--- src/rtl/cfgm1_pkg.sv ---
package cfgm1_pkg;
   typedef enum logic [1:0] {ST_IDLE, ST_CFG, ST_IO, ST_DONE} cfgm1_state_e;
   typedef enum logic [2:0] {K_LWR, K_LRD, K_CFG, K_NOP, K_FWD} cfgm1_kind_e;
   localparam logic [31:0] LATCH_KEEP = 32'h80FF_FFFC;
   localparam int LANES = 4;
endpackage

--- src/rtl/cfgm1_decode.sv ---
module cfgm1_decode #(
   parameter int IO_AW = 16,
   parameter logic [IO_AW-1:0] ADDR_PORT = 'h0CF8,
   parameter logic [IO_AW-1:0] DATA_PORT = 'h0CFC
) (
   input  logic [IO_AW-3:0] dw_addr,
   input  logic             wr,
   input  logic [3:0]       be,
   input  logic             latch_en,
   output cfgm1_pkg::cfgm1_kind_e kind
);
   import cfgm1_pkg::*;
   localparam logic [IO_AW-3:0] ADDR_DW = ADDR_PORT[IO_AW-1:2];
   localparam logic [IO_AW-3:0] DATA_DW = DATA_PORT[IO_AW-1:2];

   logic at_addr, at_data, full;
   assign at_addr = (dw_addr == ADDR_DW);
   assign at_data = (dw_addr == DATA_DW);
   assign full    = &be;

   always_comb begin
      if (at_addr && full)
         kind = wr ? K_LWR : K_LRD;
      else if (at_data && latch_en)
         kind = (be == 4'h0) ? K_NOP : K_CFG;
      else
         kind = K_FWD;
   end
endmodule

--- src/rtl/cfgm1_addr_latch.sv ---
module cfgm1_addr_latch (
   input  logic        clk,
   input  logic        rst_n,
   input  logic        load,
   input  logic [31:0] wdata,
   output logic [31:0] q
);
   import cfgm1_pkg::*;
   always_ff @(posedge clk) begin
      if (!rst_n)
         q <= 32'h0;
      else if (load)
         q <= wdata & LATCH_KEEP;
   end


   rsvd_zero_chk: assert property (@(posedge clk) disable iff (!rst_n)
      load |=> ((q[30:24] == 7'h0) && (q[1:0] == 2'h0)));
endmodule

--- src/rtl/cfgm1_ctrl.sv ---
module cfgm1_ctrl #(
   parameter int IO_AW = 16,
   parameter bit FILL_ONES = 1'b1
) (
   input  logic                   clk,
   input  logic                   rst_n,
   input  logic                   h_req,
   input  logic                   h_wr,
   input  logic [IO_AW-1:0]       h_addr,
   input  logic [3:0]             h_be,
   input  logic [31:0]            h_wdata,
   input  cfgm1_pkg::cfgm1_kind_e kind,
   input  logic [31:0]            latch_q,
   output logic                   latch_load,
   output logic                   idle,
   output logic [31:0]            h_rdata,
   output logic                   h_ready,
   output logic                   c_req,
   output logic                   c_wr,
   output logic [3:0]             c_be,
   output logic [31:0]            c_wdata,
   input  logic                   c_ack,
   input  logic                   c_hit,
   input  logic [31:0]            c_rdata,
   output logic                   p_req,
   output logic                   p_wr,
   output logic [IO_AW-1:0]       p_addr,
   output logic [3:0]             p_be,
   output logic [31:0]            p_wdata,
   input  logic                   p_ack,
   input  logic [31:0]            p_rdata
);
   import cfgm1_pkg::*;

   cfgm1_state_e      state_q;
   logic              rq_wr;
   logic [IO_AW-1:0]  rq_addr;
   logic [3:0]        rq_be;
   logic [31:0]       rq_wdata;
   logic [31:0]       rdata_q;
   logic [31:0]       fill_word;
   logic [31:0]       cfg_word;

   generate
      if (FILL_ONES) begin : g_fill_ones
         assign fill_word = 32'hFFFF_FFFF;
      end else begin : g_fill_zero
         assign fill_word = 32'h0;
      end
      for (genvar k = 0; k < LANES; k++) begin : g_lane
         assign cfg_word[8*k +: 8] = rq_be[k] ?
            (c_hit ? c_rdata[8*k +: 8] : fill_word[8*k +: 8]) : 8'h00;
      end
   endgenerate

   assign idle       = (state_q == ST_IDLE);
   assign latch_load = idle && h_req && (kind == K_LWR);

   always_ff @(posedge clk) begin
      if (!rst_n) begin
         state_q  <= ST_IDLE;
         rq_wr    <= 1'b0;
         rq_addr  <= '0;
         rq_be    <= 4'h0;
         rq_wdata <= 32'h0;
         rdata_q  <= 32'h0;
      end else begin
         case (state_q)
            ST_IDLE: if (h_req) begin
               rq_wr    <= h_wr;
               rq_addr  <= h_addr;
               rq_be    <= h_be;
               rq_wdata <= h_wdata;
               case (kind)
                  K_LWR, K_NOP: begin rdata_q <= 32'h0;   state_q <= ST_DONE; end
                  K_LRD:        begin rdata_q <= latch_q; state_q <= ST_DONE; end
                  K_CFG:        state_q <= ST_CFG;
                  default:      state_q <= ST_IO;
               endcase
            end
            ST_CFG: if (c_ack) begin
               rdata_q <= rq_wr ? 32'h0 : cfg_word;
               state_q <= ST_DONE;
            end
            ST_IO: if (p_ack) begin
               rdata_q <= rq_wr ? 32'h0 : p_rdata;
               state_q <= ST_DONE;
            end
            default: state_q <= ST_IDLE;
         endcase
      end
   end

   assign h_ready = (state_q == ST_DONE);
   assign h_rdata = h_ready ? rdata_q : 32'h0;
   assign c_req   = (state_q == ST_CFG);
   assign c_wr    = rq_wr;
   assign c_be    = rq_be;
   assign c_wdata = rq_wdata;
   assign p_req   = (state_q == ST_IO);
   assign p_wr    = rq_wr;
   assign p_addr  = rq_addr;
   assign p_be    = rq_be;
   assign p_wdata = rq_wdata;


   cfg_hold_chk: assert property (@(posedge clk) disable iff (!rst_n)
      (c_req && !c_ack) |=> (c_req && $stable(c_be) && $stable(c_wdata)));

   ready_wait_chk: assert property (@(posedge clk) disable iff (!rst_n)
      $rose(c_req) |-> !h_ready);

   no_empty_be_chk: assert property (@(posedge clk) disable iff (!rst_n)
      c_req |-> (c_be != 4'h0));

   single_flight_chk: assert property (@(posedge clk) disable iff (!rst_n)
      $onehot0({c_req, p_req, h_ready}));
endmodule

--- src/rtl/cfgm1_bridge.sv ---
module cfgm1_bridge #(
   parameter int IO_AW = 16,
   parameter logic [IO_AW-1:0] ADDR_PORT = 'h0CF8,
   parameter logic [IO_AW-1:0] DATA_PORT = 'h0CFC,
   parameter bit FILL_ONES = 1'b1
) (
   input  logic              clk,
   input  logic              rst_n,
   input  logic              h_req,
   input  logic              h_wr,
   input  logic [IO_AW-1:0]  h_addr,
   input  logic [3:0]        h_be,
   input  logic [31:0]       h_wdata,
   output logic [31:0]       h_rdata,
   output logic              h_ready,
   output logic              c_req,
   output logic              c_wr,
   output logic [7:0]        c_bus,
   output logic [4:0]        c_dev,
   output logic [2:0]        c_fn,
   output logic [5:0]        c_reg,
   output logic [3:0]        c_be,
   output logic [31:0]       c_wdata,
   input  logic              c_ack,
   input  logic              c_hit,
   input  logic [31:0]       c_rdata,
   output logic              p_req,
   output logic              p_wr,
   output logic [IO_AW-1:0]  p_addr,
   output logic [3:0]        p_be,
   output logic [31:0]       p_wdata,
   input  logic              p_ack,
   input  logic [31:0]       p_rdata
);
   import cfgm1_pkg::*;

   generate
      if (IO_AW < 12) begin : g_bad_aw
         $error("IO_AW must reach the configuration ports");
      end
      if (ADDR_PORT[1:0] != 2'b00 || DATA_PORT[1:0] != 2'b00) begin : g_bad_align
         $error("ports must be dword aligned");
      end
      if (ADDR_PORT[IO_AW-1:2] == DATA_PORT[IO_AW-1:2]) begin : g_bad_overlap
         $error("address and data ports must differ");
      end
   endgenerate

   cfgm1_kind_e kind;
   logic [31:0] latch_q;
   logic        latch_load;
   logic        idle;

   cfgm1_decode #(.IO_AW(IO_AW), .ADDR_PORT(ADDR_PORT), .DATA_PORT(DATA_PORT)) u_dec (
      .dw_addr(h_addr[IO_AW-1:2]), .wr(h_wr), .be(h_be),
      .latch_en(latch_q[31]), .kind(kind));

   cfgm1_addr_latch u_latch (
      .clk(clk), .rst_n(rst_n), .load(latch_load), .wdata(h_wdata), .q(latch_q));

   cfgm1_ctrl #(.IO_AW(IO_AW), .FILL_ONES(FILL_ONES)) u_ctrl (
      .clk(clk), .rst_n(rst_n), .h_req(h_req), .h_wr(h_wr), .h_addr(h_addr),
      .h_be(h_be), .h_wdata(h_wdata), .kind(kind), .latch_q(latch_q),
      .latch_load(latch_load), .idle(idle), .h_rdata(h_rdata), .h_ready(h_ready),
      .c_req(c_req), .c_wr(c_wr), .c_be(c_be), .c_wdata(c_wdata),
      .c_ack(c_ack), .c_hit(c_hit), .c_rdata(c_rdata),
      .p_req(p_req), .p_wr(p_wr), .p_addr(p_addr), .p_be(p_be), .p_wdata(p_wdata),
      .p_ack(p_ack), .p_rdata(p_rdata));

   assign c_bus = latch_q[23:16];
   assign c_dev = latch_q[15:11];
   assign c_fn  = latch_q[10:8];
   assign c_reg = latch_q[7:2];


   fwd_keeps_latch_chk: assert property (@(posedge clk) disable iff (!rst_n)
      (idle && h_req && kind == K_FWD) |=> $stable(latch_q));

   cfg_needs_enable_chk: assert property (@(posedge clk) disable iff (!rst_n)
      c_req |-> latch_q[31]);

   cfg_fields_hold_chk: assert property (@(posedge clk) disable iff (!rst_n)
      (c_req && !c_ack) |=> ($stable(c_bus) && $stable(c_dev) && $stable(c_fn) && $stable(c_reg)));
endmodule

--- config.mk ---
export PLATFORM = sky130hd
export DESIGN_NAME = cfgm1_bridge
export DESIGN_NICKNAME = d
export VERILOG_FILES = /design/src/rtl/cfgm1_pkg.sv /design/src/rtl/cfgm1_decode.sv /design/src/rtl/cfgm1_addr_latch.sv /design/src/rtl/cfgm1_ctrl.sv /design/src/rtl/cfgm1_bridge.sv
export SDC_FILE = /design/constraint.sdc
export NUM_CORES = 1
export LEC_CHECK = 0
export ABC_AREA = 1
export BUFFER_PORTS_ARGS = -buffer_cell sky130_fd_sc_hd__buf_2
export CORE_MARGIN = 2
export CORE_UTILIZATION = 34
export DETAILED_ROUTE_END_ITERATION = 8
export MAX_ROUTING_LAYER = met4
export PLACE_DENSITY = 0.61
export SYNTH_ARGS = -nofsm -noshare
export SYNTH_HDL_FRONTEND = slang
export SYNTH_SLANG_ARGS = --single-unit
--- constraint.sdc ---
create_clock -name clk -period 4.3 [get_ports clk]
set_clock_uncertainty 0.1 [all_clocks]
set_input_delay 0.43 -clock clk [delete_from_list [all_inputs] [get_ports clk]]
set_output_delay 0.43 -clock clk [all_outputs]
set_load 0.05 [all_outputs]
==> impl_metrics.tcl, run 1 <==
set metrics [dict create \
    cts.sinks 110 \
    avgSynthCellArea_um2 6.27 \
    cts_resized 0 \
    grt.overflow.total 0 \
    dpl.hpwl_mm 13.1 \
    final_nets 1233 \
    status "finished, final reports clean" \
    yosys.area.top_type "dfxtp_1" \
    drt_iter0_markers 301 \
    hold_class "in -> reg" \
    vias 6021 \
    synthXorXnorAreaFrac_pct 0 \
    numPortBuffers 269 \
    cts_tree "yes" \
    hold_buffers 0 \
    setup_viol 0 \
    cts_root_buf "clkbuf_16" \
    cellLeakagePower_nw 4.08 \
    worst_ep_arrival_time_ns 3.09 \
    dp_slack_ns 1.36 \
    maxCapViolCount 0 \
    max_stage_delay_ns 0.80 \
    slew_viol_final 0 \
    yosys-top-cells-area "dfxtp_1 39%, nor2_1 16%, nand2_1 14%" \
    firstDrtPassIters 5 \
    tns_ns 0 \
    fin_crit_sh_pct 68.7 \
    synth_area_um2 5680 \
    required_ns 4.44 \
    synthMuxAreaShare_pct 0 \
    routed_via_density 4.52 \
    clock_latency_ns 0.35 \
    core_area_um2 16500 \
    crit_path_end_kind "flop" \
    wl_per_cell_um 13.4 \
    clk_pin_slew_ns 0.08 \
    ios 270 \
    relSlewSlack_pct 19.4 \
    ys.warnings.count 0 \
    yosysSeqAreaShare_pct 38.7 \
    syn_nets 1033 \
    cp_max_fo 56 \
    drive_gt1_share_pct 27.5 \
    worst_slack_ns 1.34 \
    yosysTopAreaCellShare_pct 38.7 \
    cp_slowest_cell "ha_1" \
    crit_top_cell "nor2_1" \
    synth_top_family_by_area "simple AND/OR/NAND/NOR gates" \
    vdd.ir_drop.worst_v 0.000371 \
    grt_pass1_wl_mm 27.8 \
    die_h_um 133 \
    htreeDepth 3 \
    chipWidth_um 133 \
    wl_mm 17.8 \
    critPathLaunchType "flop" \
    cts_buffer_depth 2 \
    synth_compound_area_share_pct 12.1 \
    ant_nets 0 \
    synth_simple_gate_area_share_pct 32.6 \
    fp-row-count 47 \
    syn2layout_area_growth_pct 26.1 \
    grt_max_degree 59 \
    crit_type "reg -> reg" \
    place_congestion 0.849 \
    cts_buffers 9 \
    hold_violations 0 \
    start_util_pct 34.5 \
    powerDensity_nw_per_um2 684 \
    synthAdderAreaFrac_pct 0.880 \
    path_cells "inv_1 -> ha_1 -> nor2_1 -> nor2_2 -> nand2_2 -> nor2_1 -> nor2_1" \
    cts_setup_buffers 0 \
    grt_pass1_vias 5483 \
    antenna_found_initial 0 \
    netlist_instances 906 \
    antennaDiodeCount 0 \
    die_area_um2 17800 \
    drc_errors 0 \
    ys_seq_elements 110 \
    synthDistinctLibCells 25 \
    worst_pin_slew_ns 1.21 \
    rsz0062_at_grt "no" \
    fmax_ghz 0.338 \
    period_needed_ns 2.96 \
    grt_usage_pct 20.4 \
]
-- critical path, delay by kind of cell (launching register included) --
family	cells	cell delay [ns]
flops	1	0.38
simple gates	5	1.45
fa+ha+maj	1	0.80
buf+inv	1	0.08
-- state kept, by name, indices dropped and copies added (netlist names) --
name and cells:
u_ctrl.c_be 4, u_ctrl.state_q 2, u_latch.q 23, u_ctrl.rdata_q 32, u_ctrl.p_addr 16, u_ctrl.c_wdata 32
u_ctrl.c_wr 1
-- worst paths after layout --
path	startpoint	endpoint	slack, ns	cells after the start
setup / recovery	u_ctrl.state_q[0]	u_ctrl.rdata_q[10]	1.34	7
hold / removal	h_wdata[1]	u_ctrl.c_wdata[1]	0.21	3
setup reg to reg	u_ctrl.state_q[0]	u_ctrl.rdata_q[10]	1.34	7
hold reg to reg	u_ctrl.p_addr[5]	u_ctrl.p_addr[5]	0.38	2
-- metal layers --
metal / track usage [%] / vias up / part of all wire, %
met5: - / - / 0
met3: 3.77 / 19 / 6.2
li1: - / 3105 / -
met1: 24.6 / 2694 / 44
met2: 34.4 / 203 / 48
met4: 6.68 / 0 / 1.7
-- through the flow --
stage	hold slack (ns)	utilization, %	total power [W]	instances	cell area (um2)
2_1_floorplan	0.351	-	0.00363	906	5680
3_3_place_gp	0.358	41.7	0.00403	1315	6860
3_5_place_dp	0.369	41.7	0.00406	1315	6860
4_1_cts	0.200	43.5	0.00496	1331	7170
5_1_grt	0.224	43.5	0.00526	1331	7170
6_report	0.211	43.5	0.00491	1331	7170
-- cells in the final DEF, fill, tap and decap left out --
cell | synthesis | final
buf_2 | 9 | 269
nor2_1 | 237 | 237
nand2_1 | 219 | 219
dfxtp_1 | 110 | 110
inv_1 | 99 | 99
o21ai_0 | 78 | 78
a211oi_1 | 23 | 23
a21oi_1 | 16 | 16
nand3_1 | 9 | 9
clkbuf_16 | 0 | 9
buf_4 | 37 | 7
o21ai_1 | 6 | 6
inv_2 | 5 | 5
nor2_2 | 4 | 4
ha_1 | 4 | 4
clkbuf_8 | 0 | 2
clkinvlp_4 | 0 | 2
o221ai_2 | 1 | 1
nor3_1 | 1 | 1
or2_1 | 1 | 1
nor2_4 | 1 | 1
nand3_4 | 1 | 1
clkinv_1 | 1 | 1
nand3_2 | 1 | 1
nand2_2 | 1 | 1
nand4_2 | 1 | 1
clkbuf_1 | 38 | 1
inv_6 | 0 | 1
bufinv_16 | 0 | 1
-- power breakdown --
part           switching (W)  internal, W
clock               0.000393     0.000487
sequential          0.000185      0.00133
combinational        0.00190     0.000608
total                0.00248      0.00242
-- cells by family (layout without fill, tap and decap cells) --
kind of cell    count (synthesis)  after routing
compound gates                124            124
flops                         110            110
buf+inv                       192            397
fa+ha+maj                       4              4
simple gates                  476            476
-- area by class of cell --
| type | instances | area [um2] |
|---|---|---|
| clock buffers | 12 | 256 |
| clock inverters | 4 | 53.8 |
| fillers | 1849 | 9300 |
| inverters | 105 | 394 |
| multi-input cells | 604 | 2590 |
| flip-flops and latches | 110 | 2200 |
| well taps | 220 | 275 |
| repair buffers | 276 | 1400 |
-- cell usage after synthesis --
| library cell | instances |
|---|---|
| nand3_4 | 1 |
| nor2_1 | 237 |
| buf_2 | 9 |
| inv_2 | 5 |
| nand4_2 | 1 |
| ha_1 | 4 |
| nand3_1 | 9 |
| buf_4 | 37 |
| a21oi_1 | 16 |
| nand3_2 | 1 |
| or2_1 | 1 |
| nor3_1 | 1 |
| a211oi_1 | 23 |
| nor2_4 | 1 |
| dfxtp_1 | 110 |
| o21ai_1 | 6 |
| o21ai_0 | 78 |
| nand2_2 | 1 |
| nor2_2 | 4 |
| clkbuf_1 | 38 |
| nand2_1 | 219 |
| clkinv_1 | 1 |
| buf_6 | 3 |
| o221ai_2 | 1 |
| inv_1 | 99 |
No activity file was read; power rests on OpenSTA's default activity.
==> inputs of run 2 (changes only) <==
- ABC_AREA: 1 -> 0
- PLACE_DENSITY: 0.61 -> 0.62
- clock period: 4.3 -> 3.05 ns (I/O delays scaled with it)
==> impl_metrics.tcl, run 2 <==
set metrics [dict create \
    vdd.ir_drop.worst_v 0.000461 \
    hold_buffers 0 \
    yosys.area.top_type "dfxtp_1" \
    cts_resized 0 \
    yosysSeqAreaShare_pct 42.1 \
    swShare_pct 44.6 \
    layout.cells.most_common "buf_2" \
    ys.warnings.count 0 \
    drc_errors 0 \
    clk_pin_slew_ns 0.08 \
    ios 270 \
    start_util_pct 34.7 \
    rrSetupSlack_ns 0.99 \
    grt_max_degree 54 \
    antenna_found_initial 2 \
    netlist_instances 673 \
    core_area_um2 15100 \
    cts_tree "yes" \
    place_congestion 0.866 \
    finalInstanceArea_um2 6760 \
    p_comb_share_pct 43.4 \
    htreeDepth 3 \
    cts.sinks 110 \
    status "finished, final reports clean" \
    p_int_w 0.00320 \
    cp_slowest_cell "ha_1" \
    die_h_um 128 \
    critPathLaunchType "flop" \
    crit_path_end_kind "output port" \
    synth_edf_count 0 \
    fp-row-count 45 \
    cts_buffer_depth 2 \
    max_stage_delay_ns 0.84 \
    cts_buffers 9 \
    post_dp_cell_area_um2 6400 \
    period_needed_ns 2.50 \
    avgSynthCellArea_um2 7.77 \
    crit_type "reg -> out" \
    drt_iter0_markers 258 \
    power.share.clock_pct 23.9 \
    synthTopCellsByCount "159 x nand2_1, 123 x a21oi_1, 110 x dfxtp_1" \
    placed_cells 1054 \
    setup_viol 0 \
    fin_cells 1072 \
    powerDensity_nw_per_um2 856 \
    drive_gt1_share_pct 34.8 \
    synth.most_common_cell "nand2_1" \
    synth_area_um2 5230 \
    final_core_utilization_pct 44.8 \
    cts_setup_buffers 0 \
    seqPwrFrac_pct 32.7 \
    rsz0062_at_grt "no" \
    worst_pin_slew_ns 0.996 \
    finalPower_w 0.00579 \
    clock_latency_ns 0.35 \
    maxCapViolCount 0 \
    slew_viol_final 0 \
    relSlewSlack_pct 33.6 \
    hold_class "in -> reg" \
    syn_nets 800 \
    fillCellCount 1607 \
    die_area_um2 16400 \
    cts_root_buf "clkbuf_16" \
    grt.overflow.total 0 \
    fmax_ghz 0.399 \
    grt_pass1_wl_mm 25.8 \
    wl_per_cell_um 16.1 \
    yosys-top-cells-area "dfxtp_1 42%, a21oi_1 12%, nand2_1 11%" \
    grt_usage_pct 20.8 \
    synthDistinctLibCells 30 \
    final_cell_mix "269 x buf_2, 158 x nand2_1, 123 x a21oi_1, 110 x dfxtp_1, 38 x and2_1" \
    syn2layout_area_growth_pct 29.3 \
    p_sw_w 0.00258 \
    cellLeakagePower_nw 3.09 \
    final_nets 1004 \
    firstDrtPassIters 4 \
    async_flop_share_pct 0 \
    ant_nets 0 \
    vias 5253 \
    wl_mm 17.2 \
    dpl.hpwl_mm 12.6 \
    path_cells "ha_1 -> and2_1 -> buf_2" \
    tns_ns 0 \
    synth_flop_cell "dfxtp_1" \
    ys_seq_elements 110 \
    routed_via_density 4.90 \
    grt_pass1_vias 4831 \
    fin_crit_sh_pct 82.1 \
    worst_ep_arrival_time_ns 2.10 \
    chipWidth_um 128 \
    hold_violations 0 \
    yosysTopAreaCellShare_pct 42.1 \
    required_ns 2.64 \
    numPortBuffers 269 \
    cp_max_fo 34 \
]
==> run 2: cell count changes after synthesis, sizes merged, moves of 2 or more <==
cell	delta
nor2	-207
a21oi	+107
inv	-98
nand2	-61
o21ai	-50
and2	+39
mux2i	+32
nand3	-8
a211o	+2
and4b	+2
nand2b	+2
nor4	+2
==> run 2: per-stage QoR <==
stage | setup WS [ns] | hold slack [ns]
after global routing | 0.376 | 0.0809
final | 0.545 | 0.0794
after floorplan | 0.801 | 0.330
after detailed placement | 0.918 | 0.345
after CTS | 0.525 | 0.0667
after global placement | 0.924 | 0.339
==> run 2: power by group through the flow <==
stage,Clock [W],Sequential (W),Combinational (W)
floorplan,0,0.00230,0.00161
global placement,0,0.00192,0.00252
detailed placement,0,0.00192,0.00252
CTS,0.00141,0.00189,0.00252
global route,0.00147,0.00193,0.00271
finish,0.00138,0.00189,0.00251
==> run 2: path summary, 6_finish.rpt <==
| check | start | end | cells after the start |
|---|---|---|---|
| setup reg to reg | u_ctrl.state_q[0] | u_ctrl.rdata_q[12] | 8 |
| setup / recovery | u_ctrl.state_q[0] | h_rdata[10] | 3 |
| hold / removal | h_wdata[28] | u_ctrl.c_wdata[28] | 3 |
| hold reg to reg | u_ctrl.rdata_q[27] | u_ctrl.rdata_q[27] | 2 |
==> run 2: area by class of cell <==
class                   count  area, um2  share of cell area [%]
flip-flops and latches    110       2200                    32.6
diodes                      2       5.00                  0.0740
multi-input cells         469       2500                    37.0
repair buffers            281       1440                    21.2
clock inverters             6        116                    1.72
inverters                   6       23.8                   0.352
clock buffers              10        239                    3.53
well taps                 188        235                    3.48
==> run 2: logic make-up after synthesis <==
family / synth area share (%)
AND/OR/NAND/NOR: 21.5
AO/OA/AOI/OAI: 19.2
flip-flops: 42.1
buffers and inverters: 10.1
multiplexers: 6.12
adder cells (fa/ha/maj): 0.957
==> run 2: per-layer routing <==
metal / vias to the layer above / GRT usage [%] / routed length [um]
met5: - / - / 0
li1: 2627 / - / -
met3: 29 / 3.30 / 1030
met2: 178 / 31.7 / 7840
met1: 2419 / 27.7 / 7900
met4: 0 / 8.08 / 478
==> run 2: worst max-delay path, delay by kind of cell (launching register included) <==
| kind | cells | cell delay [ns] |
|---|---|---|
| adder cells (fa/ha/maj) | 1 | 0.84 |
| buffers and inverters | 1 | 0.27 |
| flip-flops | 1 | 0.38 |
| AND/OR/NAND/NOR | 1 | 0.25 |
==> inputs of run 3 (changes only) <==
- clock period: 3.05 -> 2.4 ns (I/O delays scaled with it)
==> impl_metrics.tcl, run 3 (synthesis gave the netlist of run 2 again) <==
set metrics [dict create \
    worst_ep_arrival_time_ns 1.80 \
    hold_class "in -> reg" \
    finalPower_w 0.00715 \
    slew_viol_final 0 \
    powerDensity_nw_per_um2 1050 \
    required_ns 2.06 \
    layout.cells.most_common "buf_2" \
    drc_errors 0 \
    relSlewSlack_pct 63.2 \
    crit_path_end_kind "output port" \
    grt_max_degree 54 \
    fp-row-count 45 \
    cts_setup_buffers 0 \
    cts.sinks 110 \
    syn2layout_area_growth_pct 29.7 \
    tns_ns 0 \
    final_nets 1009 \
    critPathLaunchType "flop" \
    cellLeakagePower_nw 3.09 \
    routed_via_density 4.94 \
    seqCellArea_um2 2200 \
    cp_max_fo 34 \
    period_needed_ns 2.14 \
    chipWidth_um 128 \
    htreeDepth 3 \
    drt_iter0_markers 319 \
    dp_slack_ns 0.316 \
    crit_type "reg -> out" \
    die_h_um 128 \
    fmax_ghz 0.467 \
    multi_input_area_um2 2510 \
    vias 5316 \
    cts_root_buf "clkbuf_16" \
    worst_slack_ns 0.259 \
    cts_tree "yes" \
    wl_mm 17.5 \
    clk_pin_slew_ns 0.07 \
    grt_usage_pct 21.3 \
    maxCapViolCount 0 \
    dpl.hpwl_mm 12.7 \
    grt.overflow.total 0 \
    grt_pass1_vias 4930 \
    final_cell_mix "269 x buf_2, 158 x nand2_1, 123 x a21oi_1, 110 x dfxtp_1, 38 x and2_1" \
    wl_per_cell_um 16.2 \
    grt_pass1_wl_mm 26.4 \
    rsz0062_at_grt "no" \
    setup_viol 0 \
    cts_buffer_depth 2 \
    die_area_um2 16400 \
    drive_gt1_share_pct 34.8 \
    clock_latency_ns 0.36 \
    cts_buffers 9 \
    place_congestion 0.874 \
    antenna_found_initial 1 \
    vdd.ir_drop.worst_v 0.000437 \
    core_area_um2 15100 \
    ant_nets 0 \
    fin_crit_sh_pct 89.2 \
    worst_pin_slew_ns 0.552 \
    ios 270 \
    status "finished, final reports clean" \
    firstDrtPassIters 5 \
    hold_violations 0 \
    numPortBuffers 269 \
    fillCellCount 1625 \
    start_util_pct 34.7 \
]
run 3: repair_timing:
action | 4_1_cts | 5_1_grt
hold buffers | 4 | 0
hold endpoints to repair | 4 | 0
resized for setup | 1 | 0
setup endpoints to repair | 32 | 0
run 3: metal layers:
metal	track usage, %	wire length, um	vias to the layer above
met4	9.63	483	0
met3	2.55	908	30
li1	-	-	2629
met5	-	0	-
met2	32.8	8030	199
met1	28.2	8050	2458
run 3: through the flow:
step,hold slack [ns],util (%),instances,area (um2)
floorplan,0.276,-,673,5230
global placement,0.337,42.7,1055,6450
detailed placement,0.345,42.7,1055,6450
CTS,0.000172,45.0,1075,6780
global route,0.0213,45.0,1076,6790
finish,0.0131,45.0,1076,6790
run 3: cell type report:
type                       instances  share of cell area, %
tap                              188                   3.47
antenna                            1                 0.0369
clock inverter                     5                  0.609
clock buffer                      11                   3.72
inverter                           6                  0.350
timing repair buffer             286                   22.4
multi-input combinational        469                   36.9
sequential                       110                   32.5
run 3: worst paths after layout:
path | from | cells past startpoint | endpoint | slack [ns]
worst min register to register | u_ctrl.p_addr[12] | 2 | u_ctrl.p_addr[12] | 0.35
worst max register to register | u_ctrl.state_q[0] | 8 | u_ctrl.rdata_q[4] | 0.40
worst max-delay path | u_ctrl.state_q[0] | 3 | h_rdata[14] | 0.26
worst min-delay path | h_wdata[29] | 3 | u_ctrl.c_wdata[29] | 0.01
run 3: worst max-delay path, cell delays in order, from the launching register on:
cell     delay (ns)
dfxtp_1        0.39
ha_2           0.54
and2_1         0.23
buf_2          0.27
run 3: power by group:
part           internal [W]  switching [W]
Sequential          0.00219       0.000219
Combinational      0.000886        0.00237
Clock              0.000773       0.000718
